### src/rtl/vhp_pkg.sv
package vhp_pkg;

    localparam int VHP_DW = 8;

    typedef enum logic [2:0] {
        OP_GRANT   = 3'd0,
        OP_COL     = 3'd1,
        OP_ROW     = 3'd2,
        OP_WRITE   = 3'd3,
        OP_RELEASE = 3'd4,
        OP_RUN     = 3'd5,
        OP_NOP6    = 3'd6,
        OP_NOP7    = 3'd7
    } vhp_op_e;

    typedef struct packed {
        logic              grant;
        logic              run;
        logic              we;
        logic [VHP_DW-1:0] col;
        logic [VHP_DW-1:0] row;
        logic [VHP_DW-1:0] data;
    } vhp_state_t;

endpackage

### src/rtl/vhp_strobe_sync.sv
module vhp_strobe_sync #(
    parameter int STAGES = 2
) (
    input  logic clk,
    input  logic rst_n,
    input  logic strobe_i,
    output logic rise_o
);
    logic [STAGES-1:0] chain_q;
    logic              prev_q;

    generate
        for (genvar i = 0; i < STAGES; i++) begin : g_stage
            if (i == 0) begin : g_first
                always_ff @(posedge clk or negedge rst_n) begin
                    if (!rst_n) chain_q[0] <= 1'b0;
                    else        chain_q[0] <= strobe_i;
                end
            end else begin : g_next
                always_ff @(posedge clk or negedge rst_n) begin
                    if (!rst_n) chain_q[i] <= 1'b0;
                    else        chain_q[i] <= chain_q[i-1];
                end
            end
        end
    endgenerate

    always_ff @(posedge clk or negedge rst_n) begin
        if (!rst_n) prev_q <= 1'b0;
        else        prev_q <= chain_q[STAGES-1];
    end

    assign rise_o = chain_q[STAGES-1] & ~prev_q;
endmodule

### src/rtl/vhp_decode.sv
module vhp_decode
    import vhp_pkg::*;
#(
    parameter int BOARD_W = 4,
    parameter int OP_W    = 3,
    localparam int AW     = BOARD_W + OP_W
) (
    input  logic               fire_i,
    input  logic [BOARD_W-1:0] board_id_i,
    input  logic [AW-1:0]      addr_i,
    output logic               cmd_valid_o,
    output vhp_op_e            cmd_op_o
);
    logic hit;

    always_comb begin
        hit         = (addr_i[BOARD_W-1:0] == board_id_i);
        cmd_valid_o = fire_i & hit;
        cmd_op_o    = vhp_op_e'(addr_i[AW-1:BOARD_W]);
    end
endmodule

### src/rtl/vram_host_port.sv
module vram_host_port
    import vhp_pkg::*;
#(
    parameter int SYNC_STAGES = 2,
    parameter int BOARD_W     = 4,
    parameter int OP_W        = 3,
    parameter int DW          = VHP_DW,
    localparam int AW         = BOARD_W + OP_W
) (
    input  logic               clk,
    input  logic               rst_n,
    input  logic [BOARD_W-1:0] board_id_i,
    input  logic [AW-1:0]      io_addr_i,
    input  logic [DW-1:0]      io_data_i,
    input  logic               io_wr_i,
    output logic [DW-1:0]      mem_col_o,
    output logic [DW-1:0]      mem_row_o,
    output logic [DW-1:0]      mem_data_o,
    output logic               mem_we_o,
    output logic               bus_grant_o,
    output logic               adapter_run_o
);
    logic       fire;
    logic       cmd_valid;
    vhp_op_e    cmd_op;
    vhp_state_t s_d, s_q;

    vhp_strobe_sync #(.STAGES(SYNC_STAGES)) u_sync (
        .clk      (clk),
        .rst_n    (rst_n),
        .strobe_i (io_wr_i),
        .rise_o   (fire)
    );

    vhp_decode #(.BOARD_W(BOARD_W), .OP_W(OP_W)) u_dec (
        .fire_i      (fire),
        .board_id_i  (board_id_i),
        .addr_i      (io_addr_i),
        .cmd_valid_o (cmd_valid),
        .cmd_op_o    (cmd_op)
    );

    always_comb begin
        s_d    = s_q;
        s_d.we = 1'b0;
        if (cmd_valid) begin
            case (cmd_op)
                OP_GRANT:   s_d.grant = 1'b1;
                OP_COL:     if (s_q.grant) s_d.col = io_data_i;
                OP_ROW:     if (s_q.grant) s_d.row = io_data_i;
                OP_WRITE: begin
                    if (s_q.grant) begin
                        s_d.data = io_data_i;
                        s_d.we   = 1'b1;
                    end
                end
                OP_RELEASE: s_d.grant = 1'b0;
                OP_RUN:     s_d.run   = 1'b1;
                default:    s_d = s_q;
            endcase
            if (cmd_op == OP_NOP6 || cmd_op == OP_NOP7) s_d.we = 1'b0;
        end
    end

    always_ff @(posedge clk or negedge rst_n) begin
        if (!rst_n) s_q <= '0;
        else        s_q <= s_d;
    end

    assign bus_grant_o   = s_q.grant;
    assign adapter_run_o = s_q.run;
    assign mem_we_o      = s_q.we;
    assign mem_col_o     = s_q.grant ? s_q.col  : '0;
    assign mem_row_o     = s_q.grant ? s_q.row  : '0;
    assign mem_data_o    = s_q.grant ? s_q.data : '0;
endmodule

### config.mk
export PLATFORM = sky130hd
export DESIGN_NAME = vram_host_port
export DESIGN_NICKNAME = d
export VERILOG_FILES = /design/src/rtl/vhp_pkg.sv /design/src/rtl/vhp_strobe_sync.sv /design/src/rtl/vhp_decode.sv /design/src/rtl/vram_host_port.sv
export SDC_FILE = /design/constraint.sdc
export NUM_CORES = 1
export LEC_CHECK = 0
export CELL_PAD_IN_SITES_DETAIL_PLACEMENT = 1
export CELL_PAD_IN_SITES_GLOBAL_PLACEMENT = 2
export CORE_ASPECT_RATIO = 0.8
export CORE_MARGIN = 8
export CORE_UTILIZATION = 42
export CTS_CLUSTER_SIZE = 20
export DETAILED_ROUTE_END_ITERATION = 8
export DONT_BUFFER_PORTS = 1
export HOLD_SLACK_MARGIN = 0.15
export PLACE_DENSITY_LB_ADDON = 0.1
export RECOVER_POWER = 50
export SLEW_MARGIN = 20
export SYNTH_ARGS = -nofsm -noshare
export SYNTH_HDL_FRONTEND = slang
export SYNTH_SLANG_ARGS = --single-unit
### constraint.sdc
create_clock -name clk -period 3.8 [get_ports clk]
set_clock_uncertainty 0.15 [all_clocks]
set_input_delay 0 -clock clk [delete_from_list [all_inputs] [get_ports clk]]
set_output_delay 0 -clock clk [all_outputs]
set_load 0.005 [all_outputs]
* After elaboration in Yosys (flattened, before gate mapping) *
Cells that the tools add are included.

storage, ports and cells
  register bits = 30
  output and inout bits = 27

operators by class
  eq/ne operators = 9
  muxes and demuxes = 14
  bitwise operators = 3
  reduce and logical (&&, ||, !) cells = 9

operators with widths
  kind                                                    number
  2-to-1 mux 8 bit                                        9
  2-to-1 mux 25 bit                                       1
  equality test 3 bit (second input constant)             4
  AND reduction 3 bit                                     3
  equality test 3 x 2 -> 1 bit (second input constant)    2
  OR reduction 5 bit                                      1
  equality test 4 bit                                     1
  inequality test 4 x 2 -> 1 bit (second input constant)  1
  case mux 1 bit (2 select lines)                         2
  AND reduction 2 bit                                     2
  equality test 3 x 1 -> 1 bit (second input constant)    1
  zero test 3 bit                                         1
  AND 1 bit                                               2
  2-to-1 mux 1 bit                                        2
  nonzero test 2 bit                                      1
  logical OR 1 bit                                        1
  inverter 1 bit                                          1

* Depth between registers and ports, before layout *
  depth in word-level cells = 5
  mapped depth = 5
  gate-level depth less buffers = 4

* Hierarchy *
Synthesis repeated with hierarchy kept, for this count alone.

unflattened totals
  cell total of the unflattened synthesis = 104
  area total of the unflattened synthesis = 1,398.8 um^2

modules (own cells, without submodules)
  module           times used  cells each  area each (um^2)  sequential area each (um^2)
  vram_host_port   1           88          1,222.4           675.6
  vhp_strobe_sync  1           4           88.8              75.1
  vhp_decode       1           12          87.6              0.0

* Worst setup path after synthesis *
OpenSTA, ideal clock, no wires.

  path type = reg2reg
  start = register u_sync.prev_q
  end = register s_q[16] (netlist name)
  arrival = 1.477 ns
  required time = 3.525 ns
  slack = 2.048 ns
  cell stages (with the launch flop) = 5
  path buffers = 1
  cell sequence = dfrtp_1 -> nor4b_4 -> and4_2 -> buf_6 -> mux2_2

between the ends
  longest elaborated chain between the ends = 4

ends and longest elaborated chain
  what                           RTL line               RTL
  start, declared                vhp_strobe_sync.sv:10  logic prev_q;
  start signal, assigned         vhp_strobe_sync.sv:30  else prev_q <= chain_q[STAGES-1];
  inverter 1 bit                 vhp_strobe_sync.sv:33  assign rise_o = chain_q[STAGES-1] & ~prev_q;
  AND 1 bit                      vhp_strobe_sync.sv:33
  AND 1 bit                      vhp_decode.sv:18       cmd_valid_o = fire_i & hit;
  AND reduction 3 bit (no line)  n/a
  end signal, assigned           vram_host_port.sv:66   if (!rst_n) s_q <= '0;
  end signal, assigned           vram_host_port.sv:67   else s_q <= s_d;
  end, declared                  vram_host_port.sv:26   vhp_state_t s_d, s_q;

No other way between the ends.
A chain may end at the register's enable or synchronous reset.

* Worst setup path in the final report *
  start = input port io_addr_i[0]
  end = register s_q[5] (netlist name)

between the ends
  longest elaborated chain between the ends = 3

ends and longest elaborated chain
  what                           RTL line              RTL
  start, declared                vram_host_port.sv:13  input logic [AW-1:0] io_addr_i,
  equality test 4 bit            vhp_decode.sv:17      hit = (addr_i[BOARD_W-1:0] == board_id_i);
  AND 1 bit                      vhp_decode.sv:18
  AND reduction 3 bit (no line)  n/a

No other way between the ends.

==> flow_summary.json <==
{
  "status": "finished, violations left",
  "violations": "capacitance limit, slew limit",
  "worst-setup-path-type": "in -> reg",
  "period_needed_ns": 3.01,
  "syn_area_per_cell_um2": 13.6,
  "cp.required_ns": 3.80,
  "crit_fanout": 8,
  "hold_buffers": 26,
  "hold_path.class": "in -> reg",
  "rsz0062_at_grt": "no",
  "clkSinkCount": 30,
  "synth_common_cells": "dfrtp_1 (30), and2_1 (25), mux2_2 (24)",
  "dr.pass1.iters": 2,
  "ys_top_cells_by_area": "dfrtp_1 (55%), mux2_2 (20%), and2_1 (12%), xor2_1 (2.6%), nor4b_4 (1.8%)",
  "syn_nets": 122,
  "postCtsSetupBuffers": 0,
  "cts_tree": "yes",
  "grt_first_pass_wirelength_mm": 5.19,
  "hold_start": "io_addr_i[5]",
  "grt_start_max_net_pins": 31,
  "coreArea_um2": 3090,
  "hold_depth": 3,
  "clkTransAtPathRegs_ns": 0.06,
  "post-route-period-util": 0.792,
  "cts_max_level": 2,
  "place_congestion": 0.673,
  "fill_cells": 314,
  "ys_seq_area_frac": 0.554,
  "row_count": 18,
  "initial_core_util": 0.440,
  "crit_arrival_ns": 3.01,
  "clock-root-buffer": "clkbuf_8",
  "die_area_um2": 5310,
  "via_per_inst": 5.18,
  "final_nets": 152,
  "routed_wl_mm": 3.29,
  "powerDensity_nw_per_um2": 402,
  "worst_path_most_repeated_cell": "dlygate4sd3_1",
  "dp_hpwl_mm": 2.18,
  "crit_family": "buffers and inverters",
  "critPathMaxStageDelay_ns": 0.60,
  "yosys.area.top_type": "dfrtp_1",
  "max_freq_mhz": 332,
  "track_usage": 0.128,
  "clk_latency_ns": 0.27,
  "synthCells": 100,
  "drc": 0,
  "synth_top_area_share": 0.554,
  "ys_warn_count": 0,
  "syn2layout_area_growth_pct": 27.8,
  "worstSetupEndpointType": "flop",
  "tns_ns": 0,
  "cp-start-kind": "input port",
  "io_pins": 49,
  "ys_seq_elements": 30,
  "setup_viol": 0,
  "p_leak_nw": 0.867,
  "synth_ff_type": "dfrtp_1",
  "grt_pass1_vias": 1016,
  "cts_buffers": 5,
  "synth-edff-count": 0,
  "dpl.cell_count": 137,
  "numPortBuffers": 0,
  "wire_per_inst_um": 19.2,
  "path_buf_inv": 3,
  "crit_chain": "dlygate4sd3_1, xor2_1, dlygate4sd3_1, nor4b_4, nand4_2, mux2_2, dlygate4sd3_1",
  "overflow": 0,
  "hold_viol": 0,
  "cts-resized-gates": 0,
  "dieWidth_um": 79.5,
  "r2r_start": "bus_grant_o",
  "cts_buffer_depth": 2,
  "reg2reg_depth": 5,
  "finalNonFillerCells": 171,
  "max_cap_viol_count": 1,
  "diodes": 0,
  "drtAntennaViolNets": 0,
  "tightest_slew_ns": 1.64,
  "rr_endpoint": "s_q[5]",
  "die_h_um": 66.8,
  "async_flop_share": 1.00,
  "ys_types": 18,
  "peakVddDrop_uv": 270,
  "drt_iter0_drc": 20,
  "maxSlewViolCount": 31,
  "slew_headroom": -0.0921,
  "slowest_stage": "dlygate4sd3_1",
  "syn_area_um2": 1360,
  "yosysMostFrequentCell": "dfrtp_1",
  "rrSetupSlack_ns": 0.95,
  "hold_path_end": "s_q[7]",
  "antenna_found_initial": 0,
  "vias": 886,
  "drive_above_1_share": 0.282
}
## worst min-delay path: stages
cell and delay, ns:
and2_1 0.15, nand4_2 0.24, mux2_2 0.19
## worst max path at each step
stage	startpoint	to	slack, ns	cells past startpoint
3_3_place_gp	bus_grant_o	s_q[13]	1.60	4
2_1_floorplan	u_sync.prev_q	s_q[16]	2.05	4
6_report	io_addr_i[0]	s_q[5]	0.79	7
4_1_cts	io_addr_i[0]	s_q[5]	0.85	7
5_1_grt	io_addr_i[0]	s_q[5]	0.68	7
3_5_place_dp	bus_grant_o	s_q[8]	1.49	4
## cells by family (layout without fill, tap and decap cells)
family	Yosys count	count (layout)	synth area share
AOI/OAI and AO/OA	1	1	0.00830
xor gates and xnor gates	4	4	0.0258
buffers and inverters	4	35	0.0166
DFF	30	30	0.554
muxes	25	25	0.207
and+or+nand+nor	36	36	0.189
## sequential cells by signal (all words and copies together), names as in the netlist
signal	flops
s_q	24
adapter_run_o	1
bus_grant_o	1
mem_we_o	1
u_sync.prev_q	1
u_sync.chain_q	2
## per-layer routing
| layer | vias to the layer above | global-route usage | share of wire |
|---|---|---|---|
| li1 | 401 | - | - |
| met1 | 452 | 0.141 | 0.39 |
| met2 | 31 | 0.215 | 0.51 |
| met3 | 2 | 0.0645 | 0.096 |
| met4 | 0 | 0.0346 | 0.0024 |
| met5 | - | 0 | 0 |
## cell usage in the layout (no fill, tap or decap), drive strengths merged
cell	count
and4	1
nor4b	1
nor2b	2
nand3	1
mux2	24
inv	1
dlygate4sd3	24
dfrtp	30
xor2	4
clkdlybuf4s25	1
mux2i	1
clkbuf	8
clkinv	1
nand4	1
and3	2
a41o	1
nand4b	1
and2	25
nor2	2
## power breakdown
part | switching, W | internal [W] | total [W]
clock network | 0.000109 | 0.000146 | 0.000255
logic | 0.0000362 | 0.0000478 | 0.0000840
registers | 0.0000178 | 0.000340 | 0.000358
## stage by stage
step,setup slack (ns),instance area (um^2),hold WS [ns],power (W),utilization
finish,0.790,1730,0.193,0.000697,0.562
floorplan,2.05,1360,-0.446,0.000401,-
global placement,1.60,1390,-0.445,0.000411,0.450
detailed placement,1.49,1390,-0.445,0.000415,0.450
global route,0.679,1730,0.211,0.000731,0.562
CTS,0.848,1760,0.190,0.000713,0.570
## cell type report
type | instances | area (um^2) | area share
Timing Repair Buffer | 26 | 254 | 0.147
Clock buffer | 7 | 86.3 | 0.0498
Sequential cell | 30 | 751 | 0.433
Tap cell | 40 | 50.0 | 0.0289
Inverter | 1 | 3.75 | 0.00217
Multi-Input combinational cell | 66 | 583 | 0.336
Clock inverter | 1 | 5.00 | 0.00289
Note: power is estimated with default switching activity, not from simulation.
